==> src/rtl/sd_pkg.sv <==
package sd_pkg;
  typedef enum logic {
    ST_IDLE = 1'b0,
    ST_RUN  = 1'b1
  } sd_state_e;
endpackage

==> src/rtl/sd_sync2.sv <==
// Two-flop synchronizer for the asynchronous comparator level.
module sd_sync2 (
  input  logic clk,
  input  logic rst,
  input  logic d_i,
  output logic q_o
);
  logic s1_q, s2_q;

  always_ff @(posedge clk) begin
    if (rst) begin
      s1_q <= 1'b0;
      s2_q <= 1'b0;
    end else begin
      s1_q <= d_i;
      s2_q <= s1_q;
    end
  end

  assign q_o = s2_q;
endmodule

==> src/rtl/sd_cycle_timer.sv <==
// Divides the clock into equal modulator cycles; tick marks each boundary.
module sd_cycle_timer #(
  parameter int CYCLE_CLKS = 20
) (
  input  logic clk,
  input  logic rst,
  input  logic clear_i,
  input  logic run_i,
  output logic tick_o
);
  localparam int PW = (CYCLE_CLKS > 2) ? $clog2(CYCLE_CLKS) : 1;
  localparam logic [PW-1:0] PH_LAST = PW'(CYCLE_CLKS - 1);

  logic [PW-1:0] phase_q;

  always_ff @(posedge clk) begin
    if (rst || clear_i) begin
      phase_q <= '0;
    end else if (run_i) begin
      if (phase_q == PH_LAST) phase_q <= '0;
      else                    phase_q <= phase_q + 1'b1;
    end
  end

  assign tick_o = run_i && (phase_q == PH_LAST);
endmodule

==> src/rtl/sd_ones_acc.sv <==
// Cycle counter and above-reference counter for one conversion.
module sd_ones_acc #(
  parameter int RES_BITS = 10
) (
  input  logic              clk,
  input  logic              rst,
  input  logic              clear_i,
  input  logic              step_i,
  input  logic              above_i,
  output logic              last_o,
  output logic [RES_BITS:0] sum_o
);
  logic [RES_BITS-1:0] cyc_q;
  logic [RES_BITS:0]   acc_q;

  assign sum_o  = acc_q + {{RES_BITS{1'b0}}, above_i};
  assign last_o = &cyc_q;

  always_ff @(posedge clk) begin
    if (rst || clear_i) begin
      cyc_q <= '0;
      acc_q <= '0;
    end else if (step_i) begin
      cyc_q <= cyc_q + 1'b1;
      acc_q <= sum_o;
    end
  end
endmodule

==> src/rtl/sd_mod_ctrl.sv <==
module sd_mod_ctrl #(
  parameter int RES_BITS   = 10,
  parameter int CYCLE_CLKS = 20
) (
  input  logic              clk,
  input  logic              rst,
  input  logic              start_i,
  input  logic              cmp_i,
  output logic              fb_o,
  output logic              busy_o,
  output logic              done_o,
  output logic [RES_BITS:0] result_o
);
  import sd_pkg::*;

  sd_state_e         state_q;
  logic              cmp_s;
  logic              fb_q;
  logic              tick;
  logic              last;
  logic              start_ok;
  logic              running;
  logic [RES_BITS:0] sum;

  assign running  = (state_q == ST_RUN);
  assign start_ok = start_i && !running;

  sd_sync2 u_sync (
    .clk (clk),
    .rst (rst),
    .d_i (cmp_i),
    .q_o (cmp_s)
  );

  sd_cycle_timer #(.CYCLE_CLKS(CYCLE_CLKS)) u_timer (
    .clk     (clk),
    .rst     (rst),
    .clear_i (start_ok),
    .run_i   (running),
    .tick_o  (tick)
  );

  sd_ones_acc #(.RES_BITS(RES_BITS)) u_acc (
    .clk     (clk),
    .rst     (rst),
    .clear_i (start_ok),
    .step_i  (tick),
    .above_i (~cmp_s),
    .last_o  (last),
    .sum_o   (sum)
  );

  always_ff @(posedge clk) begin
    if (rst) begin
      state_q  <= ST_IDLE;
      fb_q     <= 1'b0;
      done_o   <= 1'b0;
      result_o <= '0;
    end else begin
      done_o <= 1'b0;
      if (start_ok) begin
        state_q <= ST_RUN;
        fb_q    <= cmp_s;
      end else if (tick) begin
        fb_q <= cmp_s;
        if (last) begin
          state_q  <= ST_IDLE;
          result_o <= sum;
          done_o   <= 1'b1;
        end
      end
    end
  end

  assign busy_o = running;
  // Idle: comparator drives the DAC directly; running: clocked decision.
  assign fb_o   = running ? fb_q : cmp_i;
endmodule

==> config.mk <==
export PLATFORM = sky130hd
export DESIGN_NAME = sd_mod_ctrl
export DESIGN_NICKNAME = d
export VERILOG_FILES = /design/src/rtl/sd_pkg.sv /design/src/rtl/sd_sync2.sv /design/src/rtl/sd_cycle_timer.sv /design/src/rtl/sd_ones_acc.sv /design/src/rtl/sd_mod_ctrl.sv
export SDC_FILE = /design/constraint.sdc
export NUM_CORES = 1
export LEC_CHECK = 0
export BUFFER_PORTS_ARGS = -buffer_cell sky130_fd_sc_hd__buf_2
export CAP_MARGIN = 20
export CORE_ASPECT_RATIO = 1.75
export CORE_MARGIN = 2
export CORE_UTILIZATION = 48
export CTS_BUF_LIST = sky130_fd_sc_hd__clkbuf_16
export CTS_CLUSTER_DIAMETER = 80
export DETAILED_ROUTE_END_ITERATION = 12
export PLACE_DENSITY = 0.67
export SYNTH_ARGS = -nofsm -noshare
export SYNTH_HDL_FRONTEND = slang
export SYNTH_SLANG_ARGS = --single-unit
==> constraint.sdc <==
create_clock -name clk -period 2.4 [get_ports clk]
set_input_delay 0.12 -clock clk [delete_from_list [all_inputs] [get_ports clk]]
set_output_delay 0.12 -clock clk [all_outputs]
set_load 0.1 [all_outputs]
# Word level (Yosys, flattened, before mapping)
# Cells that the tools add are included.
# W data, S select, Z words.
[word_totals]
ff_bits = 42
input_bits = 4
out_inout_bits = 14
[op_classes]
n_addsub = 3
eq_ne = 1
n_mux = 8
bitwise = 3
reduce_logical = 10
[op_table]
columns = ["op", "n"]
rows = [
  ["$reduce_and A12 Y1", 1],
  ["$add A11 B1 Y11", 1],
  ["$add A10 B1 Y10 const B", 1],
  ["$reduce_and A10 Y1", 1],
  ["$mux W1", 7],
  ["$add A5 B1 Y5 const B", 1],
  ["$eq A5 B5 Y1 const B", 1],
  ["$mux W5", 1],
  ["$reduce_bool A2 Y1", 2],
  ["$not A1 Y1", 3],
  ["$reduce_or A3 Y1", 1],
  ["$logic_and A1 B1 Y1", 2],
  ["$reduce_and A2 Y1", 1],
  ["$logic_not A1 Y1", 1],
  ["$logic_or A1 B1 Y1", 1],
]

# Depth between registers and ports, before layout
# Gate-level depths: netlist (run 1).
[depth]
word_depth = 4
ltp_mapped = 7
mapped_depth_nobuf = 7

# Hierarchy
# Synthesis (run 1) repeated with hierarchy kept, for this count alone.
[unflattened]
hier_cells = 221
hier_area_um2 = 2052.0
[modules_own_cells]
columns = ["module", "instances", "cells_each", "area_each_um2", "seq_area_each_um2"]
rows = [
  ["sd_ones_acc", 1, 129, 1128.6, 420.4],
  ["sd_mod_ctrl", 1, 61, 625.6, 280.3],
  ["sd_cycle_timer", 1, 27, 245.2, 100.1],
  ["sd_sync2", 1, 4, 52.6, 40.0],
]

# Worst setup path before layout (run 1)
# Ideal clock, no wire load.
[synth_path]
path_kind = "flip-flop to flip-flop"
startpoint = "register state_q (netlist: busy_o)"
endpoint = "register u_acc.cyc_q[9]"
setup_time_ns = 0.071
arrival_ns = 2.293
required_ns = 2.329
path_slack_ns = 0.036
path_stages_with_launch = 6
n_path_buf = 1
synth_period_minus_slack_ns = 2.364
cell_sequence = "dfxtp_1 > buf_6 > nand4b_4 > or3_4 > or4_1 > a21oi_1"
[synth_between]
elab_chain_len = 3
elab_cells_between_ends = 4
[synth_rtl]
columns = ["item", "line_no", "rtl"]
rows = [
  ["start: declaration", "sd_mod_ctrl.sv:16", "sd_state_e state_q;"],
  ["start signal: assignment", "sd_mod_ctrl.sv:55", "state_q <= ST_IDLE;"],
  ["start signal: assignment", "sd_mod_ctrl.sv:62", "state_q <= ST_RUN;"],
  ["start signal: assignment", "sd_mod_ctrl.sv:67", "state_q <= ST_IDLE;"],
  ["$logic_not A1 Y1", "sd_mod_ctrl.sv:26", "assign start_ok = start_i && !running;"],
  ["$logic_and A1 B1 Y1", "sd_mod_ctrl.sv:26", ""],
  ["$logic_or A1 B1 Y1", "sd_ones_acc.sv:20", "if (rst || clear_i) begin"],
  ["end signal: assignment", "sd_ones_acc.sv:24", "cyc_q <= cyc_q + 1'b1;"],
  ["end: declaration", "sd_ones_acc.sv:13", "logic [RES_BITS-1:0] cyc_q;"],
]
# Parallel ways exist; a longest one is shown, timed or not.
# A chain may end at the register's enable or synchronous reset.

# Worst setup path in the final report (run 1)
[layout_path]
startpoint = "register u_timer.phase_q[0]"
endpoint = "register result_o[7]"
[layout_between]
elab_chain_len = 3
[layout_rtl]
columns = ["item", "line_no", "rtl"]
rows = [
  ["start: declaration", "sd_cycle_timer.sv:14", "logic [PW-1:0] phase_q;"],
  ["start signal: assignment", "sd_cycle_timer.sv:21", "else phase_q <= phase_q + 1'b1;"],
  ["$eq A5 B5 Y1", "sd_cycle_timer.sv:25", "assign tick_o = run_i && (phase_q == PH_LAST);"],
  ["$logic_and A1 B1 Y1", "sd_cycle_timer.sv:25", ""],
  ["$reduce_and A12 Y1 (no line)", "--", ""],
  ["end signal: assignment", "sd_mod_ctrl.sv:68", "result_o <= sum;"],
  ["end: declaration", "sd_mod_ctrl.sv:12", "output logic [RES_BITS:0] result_o"],
]
# No other way between the ends.

==> results.sh, run 1 <==
export IMPL_rsz0062_at_grt="false"
export IMPL_clk_pin_slew_worst_paths_ns=0.06
export IMPL_synth_area_mm2=0.001902
export IMPL_ys_seq_area_share_pct=44.21
export IMPL_vdd_ir_drop_max_v=0.0007396
export IMPL_first_pass_iters=4
export IMPL_via_per_inst=5.349
export IMPL_fin_ws_ns=0.2967
export IMPL_async_flop_share_pct=0
export IMPL_cts_sinks=42
export IMPL_grt_max_degree=27
export IMPL_synth_compound_area_share_pct=6.711
export IMPL_worst_pin_slew_ns=0.7702
export IMPL_ys_flop_type="dfxtp_1"
export IMPL_initial_core_util_pct=49.67
export IMPL_io_pins=18
export IMPL_total_power_mw=1.391
export IMPL_portBuffers=17
export IMPL_cts_tree="done"
export IMPL_synth_xor_xnor_area_share_pct=11.51
export IMPL_dieArea_mm2=0.004501
export IMPL_nFillCells=368
export IMPL_start_kind="flop"
export IMPL_cts_max_level=2
export IMPL_fin_skew_ns=0.006216
export IMPL_synth_fp_nets=224
export IMPL_post_cts_resized=0
export IMPL_cap_violations=0
export IMPL_post_dp_hpwl_mm=2.675
export IMPL_outcome="finished clean"
export IMPL_dp_slack_ns=0.3368
export IMPL_p_int_mw=1.092
export IMPL_cp_end_kind="flop"
export IMPL_areaGrowthSynthToFinish_pct=12.96
export IMPL_crit_fanout=16
export IMPL_cts_setup_buffers=0
export IMPL_holdCritStartpoint="cmp_i"
export IMPL_power_frac_seq_pct=50.7
export IMPL_muxShareOfSynthArea_pct=4.276
export IMPL_hold_buffers=0
export IMPL_first_iter_violations=42
export IMPL_period_needed_ns=2.103
export IMPL_setup_tns_final_ns=0
export IMPL_post_route_cell_area_mm2=0.002148
export IMPL_maxSlewHeadroom_pct=48.58
export IMPL_yosys_area_share_simple_pct=26.64
export IMPL_gr_total_overflow=0
export IMPL_ctsRootBufferMaster="clkbuf_16"
export IMPL_netlist_instances=216
export IMPL_antenna_found_initial=0
export IMPL_drive_gt1_share_pct=13.48
export IMPL_p_leak_nw=0.7389
export IMPL_crit_path_start="u_timer.phase_q[0]"
export IMPL_die_w_um=51.58
export IMPL_fin_nets=237
export IMPL_grt_usage_pct=19.66
export IMPL_critical_path_class="flop to flop"
export IMPL_arrival_ns=2.24
export IMPL_clkLatencyLatePin_ns=0.28
export IMPL_reg2reg_from="u_timer.phase_q[0]"
export IMPL_pwr_density_cell_mw_per_mm2=647.4
export IMPL_fin_crit_sh_pct=87.64
export IMPL_cts_made_buffers=5
export IMPL_drv_slew=0
export IMPL_cts_max_path_buffers=2
export IMPL_routedWlPerCell_um=14.01
export IMPL_num_vias=1487
export IMPL_wirelength_mm=3.894
export IMPL_drc=0
export IMPL_rows=30
export IMPL_grt_pass1_wl_mm=6.575
export IMPL_p_clk_share_pct=45.2
export IMPL_layout_commonest_cell="dfxtp_1"
export IMPL_layout_common_cells="dfxtp_1, nor2_1, xnor2_1"
export IMPL_hold_path_class="primary input to flop"
export IMPL_synth_avg_cell_area_um2=8.805
export IMPL_coreArea_mm2=0.003829
export IMPL_gp_congestion=0.7664
export IMPL_ant_nets=0
export IMPL_synth_edf_count=0
export IMPL_hold_viol=0
export IMPL_timing_fmax_mhz=475.4
export IMPL_synth_ff_latch_count=42
export IMPL_cp_required_ns=2.54
export IMPL_synth_top_family_by_area="simple AND/OR/NAND/NOR gates"
export IMPL_setup_viol=0
export IMPL_utilization_pct=56.11
export IMPL_place_area_mm2=0.002011
export IMPL_fp_dieH_um=87.27
export IMPL_p_comb_share_pct=4.1
export IMPL_ys_types=31
export IMPL_antenna_cells=0
export IMPL_synthAdderAreaFrac_pct=2.632
export IMPL_p_sw_mw=0.2993
export IMPL_ys_warn_count=0
export IMPL_grt_pass1_vias=1383
export IMPL_swShare_pct=21.52
-- synthesized netlist by cell type (2+ instances only) --
master	number	share of area, %
dfxtp_1	42	44
nor2_1	32	6.3
xnor2_1	20	9.2
nand2_1	15	3.0
clkbuf_1	11	2.2
nor4_1	10	3.3
a21oi_1	9	2.4
mux2i_1	7	3.7
nor3_1	7	1.8
or3_1	7	2.3
a211oi_1	6	2.4
nand4_1	6	2.0
o21ai_0	6	1.6
inv_1	5	0.99
nor2b_1	5	1.6
xor2_1	5	2.3
ha_1	4	2.6
nand3_1	4	1.1
nand2b_1	2	0.66
or2_2	2	0.66
-- per-layer routing --
| metal | wire (µm) | track usage [%] |
|---|---|---|
| met4 | 82 | 8.373 |
| met2 | 2064 | 33.33 |
| met5 | 0 | 0 |
| met3 | 125 | 4.296 |
| met1 | 1621 | 23.42 |
-- logic make-up (layout without fill, tap and decap cells) --
group           after synthesis  in the layout
compound gates               22             22
xor+xnor                     25             25
fa+ha+maj                     4              4
buf+inv                      18             32
flops                        42             42
mux                           8              8
simple gates                 97             97
-- worst paths after layout --
path                                     to  slack [ns]  depth (start not counted)
worst min register to register   u_sync.q_o        0.45                          1
worst min-delay path            u_sync.s1_q        0.08                          2
worst max register to register  result_o[7]        0.30                          5
worst max-delay path            result_o[7]        0.30                          5
-- power groups by stage --
stage / registers (mW) / clock network [mW] / logic, mW
after CTS: 0.705 / 0.640 / 0.0573
after global placement: 0.721 / 0 / 0.0569
after global routing: 0.706 / 0.660 / 0.0619
after detailed placement: 0.721 / 0 / 0.0570
after floorplan: 0.728 / 0 / 0.0393
final: 0.705 / 0.629 / 0.0565
-- metrics by stage --
step                      hold slack (ns)  std cells
after floorplan                    0.2482        216
after global placement             0.3690        270
after detailed placement           0.3500        270
after CTS                         0.07834        278
after global routing               0.1014        278
final                             0.07536        278
-- cell type report --
cell class,instances,area [µm²],area share [%]
well taps,48,60.06,2.796
multi-input cells,156,991.0,46.13
inverters,5,18.77,0.8736
flip-flops and latches,42,840.8,39.14
clock inverters,3,12.51,0.5824
clock buffers,5,125.1,5.824
repair buffers,19,100.1,4.659
-- sequential cells by signal (all words and copies together) (netlist names), 5 cells and up --
signal / cells
u_acc.acc_q: 11
u_acc.cyc_q: 10
u_timer.phase_q: 5
result_o: 11
-- worst max-delay path: stages (launching register included) --
cell and delay, ns:
dfxtp_1 0.36, ha_1 0.25, nand4b_4 0.27, nor4_1 0.43
nor2b_1 0.49, a211oi_1 0.15
Note: power is estimated with default switching activity, not from simulation.
==> run 2: changes to the inputs <==
- ABC_AREA: default -> 1
- CTS_CLUSTER_SIZE: default -> 16
- MAX_ROUTING_LAYER: default -> met4
==> run 2 against run 1 <==
Effect of this change:
- final cell count increased by 18%
- total power rose by 10%
- die area rose by 1.5%
- synthesized cell count is 22% higher
- clock power rose by 21%
- maximum frequency increased by 14%
- critical path depth is 2 higher
- wire length is 1.3% higher
- register-to-register slack better by 0.25 ns
- sequential share of layout area shrank 0.98 points
- critical path type unchanged
- largest cell class unchanged
- largest power group is now clock
- highest routed layer unchanged
==> results.sh, run 2 <==
export IMPL_outcome="finished clean"
export IMPL_grt_busiest_layer="met2"
export IMPL_layout_common_cells="nand2_1, dfxtp_1, inv_1"
export IMPL_reg2reg_from="u_timer.phase_q[0]"
export IMPL_holdPathEnd="u_sync.s1_q"
export IMPL_hold_path_class="primary input to flop"
export IMPL_yosys_cell_count_top_type="nand2_1"
export IMPL_grt_pass1_wl_mm=6.596
export IMPL_drv_slew=0
export IMPL_clkLatencyLatePin_ns=0.29
export IMPL_first_pass_iters=4
export IMPL_cp_cell_sequence="ha_1 -> nand2_2 -> nor2_2 -> nand2_2 -> nor2_2 -> inv_1 -> mux2i_1"
export IMPL_routedWlPerCell_um=11.99
export IMPL_cts_setup_buffers=0
export IMPL_r2r_cells=7
export IMPL_critical_path_class="flop to flop"
export IMPL_use_met2_pct=37.74
export IMPL_slowest_delay_ns=0.49
export IMPL_synth_top_area_cell="dfxtp_1"
export IMPL_final_cells=329
export IMPL_fin_nets=288
export IMPL_num_vias=1639
export IMPL_cap_violations=0
export IMPL_ant_nets=0
export IMPL_period_needed_ns=1.852
export IMPL_ys_flop_type="dfxtp_1"
export IMPL_coreArea_mm2=0.003866
export IMPL_globalRouteMet1Util_pct=18.36
export IMPL_antenna_cells=0
export IMPL_post_cts_resized=0
export IMPL_setup_viol=0
export IMPL_wirelength_mm=3.944
export IMPL_grt_pass1_vias=1547
export IMPL_critPathBufInv=1
export IMPL_post_route_cell_area_mm2=0.002203
export IMPL_start_kind="flop"
export IMPL_fp_dieH_um=87.93
export IMPL_worst_path_max_delay_cell="nor2_2"
export IMPL_path_delay_family="simple AND/OR/NAND/NOR gates"
export IMPL_gr_total_overflow=0
export IMPL_nFillCells=381
export IMPL_antenna_found_initial=0
export IMPL_cp_end_kind="flop"
export IMPL_dieArea_mm2=0.004568
export IMPL_synth_fp_nets=271
export IMPL_fin_crit_sh_pct=77.16
export IMPL_synth_edf_count=0
export IMPL_setup_tns_final_ns=0
export IMPL_synthTopCellsByArea="dfxtp_1, nand2_1, nand3_1"
export IMPL_reg2reg_slack_ns=0.55
export IMPL_use_met3_pct=3.584
export IMPL_hold_path_depth=3
export IMPL_dp_slack_ns=0.5446
export IMPL_p_leak_nw=1.065
export IMPL_top_regs="result_o x11, u_acc.acc_q x11, u_acc.cyc_q x10"
export IMPL_clk_pin_slew_worst_paths_ns=0.06
export IMPL_initial_core_util_pct=49.97
export IMPL_fin_skew_ns=0.006470
export IMPL_cp_required_ns=2.60
export IMPL_io_pins=18
export IMPL_vdd_ir_drop_max_v=0.0006521
export IMPL_cts_max_level=2
export IMPL_hold_buffers=0
export IMPL_synth_avg_cell_area_um2=7.345
export IMPL_first_iter_violations=35
export IMPL_die_w_um=51.96
export IMPL_drive_gt1_share_pct=13.88
export IMPL_arrival_ns=2.06
export IMPL_place_area_mm2=0.002037
export IMPL_via_per_inst=4.982
export IMPL_gp_congestion=0.8200
export IMPL_holdCritStartpoint="cmp_i"
export IMPL_ys_seq_area_share_pct=43.52
export IMPL_synth_area_mm2=0.001932
export IMPL_layout_commonest_cell="nand2_1"
export IMPL_ys_warn_count=0
export IMPL_pwr_density_cell_mw_per_mm2=695.6
export IMPL_maxSlewHeadroom_pct=63.17
export IMPL_cts_made_buffers=5
export IMPL_post_dp_hpwl_mm=2.893
export IMPL_crit_fanout=13
export IMPL_cts_tree="done"
export IMPL_synth_common_cells="nand2_1, dfxtp_1, inv_1, nand3_1, nor2_1"
export IMPL_drc=0
export IMPL_portBuffers=17
export IMPL_grt_max_degree=15
export IMPL_grt_usage_pct=20.07
export IMPL_worst_pin_slew_ns=0.5518
export IMPL_rows=30
export IMPL_async_flop_share_pct=0
export IMPL_areaGrowthSynthToFinish_pct=14.05
export IMPL_r2r_end="u_acc.cyc_q[0]"
export IMPL_hold_viol=0
export IMPL_timing_fmax_mhz=540.0
export IMPL_hold_ws_ns=0.08410
export IMPL_ys_types=27
export IMPL_rsz0062_at_grt="false"
export IMPL_fin_ws_ns=0.5482
export IMPL_placedCellCount=321
export IMPL_ctsRootBufferMaster="clkbuf_16"
export IMPL_cts_sinks=42
export IMPL_cts_max_path_buffers=2
export IMPL_crit_path_start="u_timer.phase_q[0]"
export IMPL_netlist_instances=263
export IMPL_synth_top_cell_area_share_pct=43.52
export IMPL_synth_ff_latch_count=42
run 2: worst max-delay path by stage:
stage	slack, ns	cells after the start	end
final	0.55	7	u_acc.cyc_q[0]
after global routing	0.37	7	u_acc.cyc_q[0]
after CTS	0.52	7	u_acc.cyc_q[0]
after detailed placement	0.54	7	u_acc.cyc_q[0]
after global placement	0.61	7	u_acc.acc_q[4]
after floorplan	0.45	7	result_o[0]
run 2: area by class of cell:
class / instances / area [µm²] / share of cell area, %
Clock inverter: 3 / 41.29 / 1.874
Tap cell: 48 / 60.06 / 2.726
Multi-Input combinational cell: 180 / 919.6 / 41.74
Timing Repair Buffer: 18 / 92.59 / 4.202
Sequential cell: 42 / 840.8 / 38.16
Inverter: 33 / 123.9 / 5.622
Clock buffer: 5 / 125.1 / 5.679
run 2: kinds of logic (layout without fill, tap and decap cells):
kind of cell / Yosys count / after routing / share of synthesized area, %
AOI/OAI and AO/OA: 20 / 20 / 5.570
DFF: 42 / 42 / 43.52
and+or+nand+nor: 147 / 147 / 35.10
muxes: 1 / 1 / 0.5182
adders and majority gates: 4 / 4 / 2.591
xor gates and xnor gates: 8 / 8 / 3.627
buffers and inverters: 41 / 59 / 9.067
run 2: worst register-to-register path: cells and delay by family (launching register included):
| family | cells | cell delay [ns] |
|---|---|---|
| fa+ha+maj | 1 | 0.24 |
| flops | 1 | 0.36 |
| mux | 1 | 0.15 |
| buf+inv | 1 | 0.13 |
| simple gates | 4 | 0.89 |
run 2: stage by stage:
stage	utilization, %	power, mW
CTS	56.99	1.547
floorplan	-	0.7713
global route	56.99	1.587
finish	56.99	1.533
detailed placement	52.69	0.7861
global placement	52.69	0.7848
run 2: where the power goes:
part	internal, mW	switching [mW]
Combinational	0.0132	0.0469
Clock	0.487	0.277
Sequential	0.703	0.00633
Total	1.20	0.330
run 2: per-layer routing:
layer  wire length (µm)  share of wire [%]
met5                  0                  0
met4                 77                2.0
met3                102                2.6
met2               2229                 57
met1               1535                 39
